<file path="src/rtl/pio_port16.sv">
module pio_port16 #(
  parameter int          W        = 16,
  parameter int          AW       = 12,
  parameter logic [11:0] DIR_OFS  = 12'h950,
  parameter logic [11:0] OD_OFS   = 12'h954,
  parameter logic [11:0] DAT_OFS  = 12'h956,
  parameter logic [15:0] OD_MASK  = 16'h004A,
  parameter logic [15:0] PIN_MASK = 16'h0FFF
) (
  input  logic          clk,
  input  logic          rst_n,
  input  logic          bus_sel,
  input  logic          bus_wr,
  input  logic [AW-1:0] bus_addr,
  input  logic [W-1:0]  bus_wdata,
  output logic [W-1:0]  bus_rdata,
  input  logic [W-1:0]  pad_in,
  output logic [W-1:0]  pad_oe,
  output logic [W-1:0]  pad_out
);
  logic [W-1:0] dir_q, od_q, dat_q, sync1_q, sync_q;
  logic [W-1:0] dir_pin, od_pin, dat_pin, sync_bus;
  logic         wr_dir, wr_od, wr_dat, rd;

  assign rd     = bus_sel & ~bus_wr;
  assign wr_dir = bus_sel & bus_wr & (bus_addr == DIR_OFS);
  assign wr_od  = bus_sel & bus_wr & (bus_addr == OD_OFS);
  assign wr_dat = bus_sel & bus_wr & (bus_addr == DAT_OFS);

  always_ff @(posedge clk or negedge rst_n)
    if (!rst_n) begin
      dir_q <= '0;
      od_q  <= '0;
    end else begin
      if (wr_dir) dir_q <= bus_wdata & PIN_MASK;
      if (wr_od)  od_q  <= bus_wdata & OD_MASK;
    end

  always_ff @(posedge clk)
    if (wr_dat) dat_q <= bus_wdata & PIN_MASK;

  always_ff @(posedge clk or negedge rst_n)
    if (!rst_n) begin
      sync1_q <= '0;
      sync_q  <= '0;
    end else begin
      sync1_q <= pad_in;
      sync_q  <= sync1_q;
    end

  assign dir_pin  = {<<{dir_q}};
  assign od_pin   = {<<{od_q}};
  assign dat_pin  = {<<{dat_q}};
  assign sync_bus = {<<{sync_q}};

  assign pad_oe  = dir_pin & ~(od_pin & dat_pin);
  assign pad_out = dat_pin & ~od_pin & dir_pin;

  always_comb begin
    bus_rdata = '0;
    if (rd)
      case (bus_addr)
        DIR_OFS: bus_rdata = dir_q;
        OD_OFS:  bus_rdata = od_q;
        DAT_OFS: bus_rdata = sync_bus & PIN_MASK;
        default: bus_rdata = '0;
      endcase
  end
endmodule


</file>
<file path="config.mk">
export PLATFORM = sky130hd
export DESIGN_NAME = pio_port16
export DESIGN_NICKNAME = d
export VERILOG_FILES = /design/src/rtl/pio_port16.sv
export SDC_FILE = /design/constraint.sdc
export NUM_CORES = 1
export LEC_CHECK = 0
export ABC_AREA = 1
export CAP_MARGIN = 20
export CORE_MARGIN = 4
export CORE_UTILIZATION = 48
export CTS_BUF_LIST = sky130_fd_sc_hd__clkbuf_2 sky130_fd_sc_hd__clkbuf_4 sky130_fd_sc_hd__clkbuf_8
export DETAILED_ROUTE_END_ITERATION = 12
export PLACE_DENSITY = 0.95
export SYNTH_ARGS = -nofsm -noshare
export SYNTH_HDL_FRONTEND = slang
export SYNTH_SLANG_ARGS = --single-unit
</file>
<file path="constraint.sdc">
create_clock -name clk -period 2.3 [get_ports clk]
set_input_delay 0.575 -clock clk [delete_from_list [all_inputs] [get_ports clk]]
set_output_delay 0.575 -clock clk [all_outputs]
set_load 0.005 [all_outputs]
</file>
# Word level (Yosys, flattened, before mapping)
# Index checks and enable logic that the tools add are counted.
[classes]
bitwise = 12
n_eq_ne = 3
muxes = 2
[ops]
columns = ["cell", "n"]
rows = [
  ["$and 16x16->16", 3],
  ["$eq 12x12->1 const B", 3],
  ["$pmux 12 s3", 1],
  ["$and 15x16->16", 1],
  ["$mux 16", 1],
  ["$not 15->16", 1],
  ["$not 16->16", 1],
  ["$and 1x1->1", 5],
  ["$not 1->1", 1],
]
[totals]
regBits = 59
word_cells = 22

# Depth between registers and ports, before layout
[depth]
ltp_word = 3
ltp_mapped = 9

# Worst setup path after synthesis
# Ideal clock, no wire load.
[synth_path]
kind = "in2reg"
startpoint = "in bus_addr[9]"
endpoint = "reg dat_q[0], enable pin"
stages = 5
t_arrival_ns = 1.571
setup_slack_ns = 0.348
t_required_ns = 1.920
cell_sequence = "nor2_1 -> nand2_1 -> nor2_4 -> nand2_1 -> nor2_1"
[synth_via]
elab_chain_len = 2
[synth_lines]
columns = ["item", "line", "source"]
rows = [
  ["start, declared", "14", "input logic [AW-1:0] bus_addr,"],
  ["$eq 12x12->1", "28", "assign wr_dat = bus_sel & bus_wr & (bus_addr == DAT_OFS);"],
  ["$and 1x1->1", "28", ""],
  ["via wr_dat", "23", "logic wr_dir, wr_od, wr_dat, rd;"],
  ["end signal, assigned", "40", "if (wr_dat) dat_q <= bus_wdata & PIN_MASK;"],
  ["end, declared", "21", "logic [W-1:0] dir_q, od_q, dat_q, sync1_q, sync_q;"],
]
# The timed path passes the listed nets, and every way through them passes these cells.
# A chain may end at the register's enable or synchronous reset.

# Worst setup path in the final report
[layout_path]
startpoint = "in bus_addr[9]"
endpoint = "out bus_rdata[1]"
[layout_via]
elab_chain_len = 3
[layout_lines]
columns = ["item", "line", "source"]
rows = [
  ["$eq 12x12->1", "62", "case (bus_addr)"],
  ["$pmux 12 s3 *", "62", ""],
  ["$mux 16 *", "61", "if (rd)"],
  ["end, declared", "16", "output logic [W-1:0] bus_rdata,"],
]
# Every way passes the cells marked *; elsewhere a longest branch is shown, timed or not.

==> impl_metrics.py <==
metrics = {
    "clocking": {
        "clock_path_buffers": 2,
        "clk_pin_slew_ns": 0.08,
        "hold_buffers": 0,
        "insertion_delay_ns": 0.29,
        "htree_num_levels": 2,
        "cts_tree": "built",
        "cts_root_buffer": "clkbuf_8",
        "cts_buffers": 5,
        "numClockSinks": 51,
    },
    "floorplanning": {
        "die_w_um": 79.1,
        "core_area_um2": 4820,
        "rows": 25,
        "ios": 96,
        "start_util": 0.503,
        "dieArea_um2": 6250,
        "die_y_um": 79.1,
    },
    "global_route": {
        "grt_pass1_wl_mm": 9.25,
        "grt_pass1_vias": 1947,
        "grt_max_degree": 40,
        "track_usage": 0.196,
        "antenna_found_initial": 0,
        "overflow": 0,
    },
    "placement": {
        "dp_cells": 379,
        "port_buffers": 75,
        "gp_congestion": 0.795,
        "hpwl_mm": 4.05,
    },
    "layout": {
        "drive_gt1_frac": 0.393,
        "nNetsFinal": 388,
        "area_growth_pct": 44.5,
        "final_cells": 408,
        "final_cell_mix": "clkdlybuf4s50_1 (49), dfrtp_1 (39), nand2_1 (35)",
        "fill_cells": 348,
        "diodes": 0,
        "final_common_cell": "clkdlybuf4s50_1",
    },
    "timing": {
        "worst_slack_ns": -0.0423,
        "max_freq_ghz": 0.427,
        "maxSlewHeadroom": 0.423,
        "worst_pin_slew_ns": 0.865,
        "post-route-min-period_ns": 2.34,
        "slew_violations": 0,
        "fin_crit_sh": 1.02,
        "fin_skew_ns": 0.00359,
        "setup_viol": 1,
        "grt_setup_unrepaired": "yes",
        "setup_tns_ns": -0.0423,
        "hold_viol_final": 0,
    },
    "worst_setup_path": {
        "critical_path.startpoint": "bus_addr[9]",
        "cp_top_family": "simple AND/OR/NAND/NOR gates",
        "worst-path-stages": 12,
        "cpPeakStageDelay_ns": 0.17,
        "critical_path_arrival_ns": 1.77,
        "cp.buffers_inverters": 5,
        "endpoint_kind": "primary output",
        "path_cells": "buf_6 -> nor2_4 -> nand2_2 -> nor2_4 -> buf_6 -> buf_6 -> buf_6 -> nand3_2 -> nand2_2 -> nor2_4 -> nor2_2 -> buf_2",
        "critPathLaunchType": "input pin",
        "rr_worst_depth": 2,
        "crit_required_ns": 1.73,
        "crit_end": "bus_rdata[1]",
        "critPathSlowestCell": "nor2_4",
        "cp_common_cell": "buf_6",
        "reg2reg_from": "od_q[6]",
        "regToRegSetupSlack_ns": 1.59,
        "r2r-end": "od_q[6]",
        "cp_max_fo": 5,
        "crit_type": "input pin to primary output",
    },
    "logic_synthesis": {
        "ys_top_cells_by_area": "dfrtp_1 (40%), edfxtp_1 (15%), buf_4 (6.8%)",
        "yosys.area.top_type": "dfrtp_1",
        "synth-seq-area-share": 0.551,
        "synthCells": 240,
        "yosysWarnings": 0,
        "synth_top_area_share": 0.402,
        "syn-mean-instance-area_um2": 10.1,
        "netlist-cell-type-count": 23,
        "synth_seq_cells": 51,
        "netlist_area_um2": 2420,
    },
    "routing": {
        "vias": 1888,
        "wl_mm": 5.88,
        "avgViaCountPerCell": 4.63,
        "firstDrtPassIters": 4,
        "wl_per_cell_um": 14.4,
        "drtIter0Drc": 52,
        "drc": 0,
        "ant_nets": 0,
    },
    "power": {
        "p_leak_uw": 0.00170,
        "finalPower_uw": 1600,
        "power_density_nw_per_um2": 456,
        "ir_drop_v": 0.000309,
    },
    "run_status": {
        "violations": "setup timing",
        "status": "complete, but fails checks",
    },
    "flow_run": {
        "max-cap-violations": 0,
    },
    "min_path": {
        "min_path_type": "flip-flop to flip-flop",
    },
}
==> final cells by class <==
class	instances	area, um2	share of cell area
clock buffer	6	76.3	0.0218
clock inverter	2	12.5	0.00357
inverter	39	146	0.0418
multi-input combinational	135	865	0.247
sequential	51	1340	0.381
tap	67	83.8	0.0239
timing repair buffer	108	985	0.281
==> registers in the layout (all words and copies together) (netlist names) <==
name,count
dat_q,12
dir_q,12
sync1_q,12
sync_q,12
od_q,3
==> where the power goes <==
group          switching (uW)  internal (uW)
Clock                     278            225
Combinational            68.3           73.4
Sequential               7.94            947
==> per-layer routing <==
layer  vias to the layer above  global-route usage  share of wire
met5                         -                   0              0
met4                         0              0.0722          0.025
met3                        14              0.0544          0.066
met2                        68               0.367           0.55
met1                       895               0.206           0.36
li1                        911                   -              -
==> stage by stage <==
stage | util | hold WS, ns | instance area (um2) | setup WS, ns
2_1_floorplan | - | 0.279 | 2470 | 0.348
3_3_place_gp | 0.660 | 0.333 | 3180 | -0.621
3_5_place_dp | 0.660 | 0.337 | 3180 | -0.711
4_1_cts | 0.715 | 0.357 | 3440 | -0.0297
5_1_grt | 0.728 | 0.360 | 3500 | -0.0900
6_report | 0.728 | 0.354 | 3500 | -0.0423
==> cell usage after synthesis <==
| cell type | number |
|---|---|
| a21oi_1 | 5 |
| buf_6 | 3 |
| a21boi_0 | 2 |
| inv_2 | 2 |
| nand2_2 | 8 |
| nor2b_4 | 1 |
| nor2_8 | 1 |
| inv_1 | 37 |
| nor2_1 | 10 |
| dfrtp_1 | 39 |
| nand3_1 | 17 |
| buf_4 | 22 |
| nor2_2 | 9 |
| nand3_2 | 6 |
| nor2_4 | 3 |
| nand2_1 | 42 |
| nand3_4 | 1 |
| o21ai_1 | 4 |
| edfxtp_1 | 12 |
| buf_12 | 1 |
| conb_1 | 1 |
| o21ai_2 | 12 |
| nand2_4 | 2 |
==> how the worst min path moves through the flow <==
| stage | start | endpoint | slack (ns) | cells after the start |
|---|---|---|---|---|
| after floorplan | rst_n | dir_q[0] | 0.28 | 0 |
| after global placement | sync1_q[4] | sync_q[4] | 0.33 | 0 |
| after detailed placement | sync1_q[13] | sync_q[13] | 0.34 | 0 |
| after CTS | sync1_q[8] | sync_q[8] | 0.36 | 0 |
| after global routing | sync1_q[13] | sync_q[13] | 0.36 | 0 |
| final | sync1_q[13] | sync_q[13] | 0.35 | 0 |
==> logic make-up (layout without fill, tap and decap cells) <==
| group | after synthesis | after routing | share of synthesized area |
|---|---|---|---|
| AO/OA/AOI/OAI | 23 | 23 | 0.0681 |
| buffers and inverters | 65 | 155 | 0.151 |
| flip-flops | 51 | 51 | 0.551 |
| other | 1 | 12 | 0.00155 |
| AND/OR/NAND/NOR | 100 | 100 | 0.229 |
==> what timing repair did <==
action | CTS | global route
endpoints found under the setup margin | 12 | 12
setup buffers | 19 | 3
pin swaps | 25 | 14
gates resized for setup | 112 | 26
No activity file was read; power rests on OpenSTA's default activity.
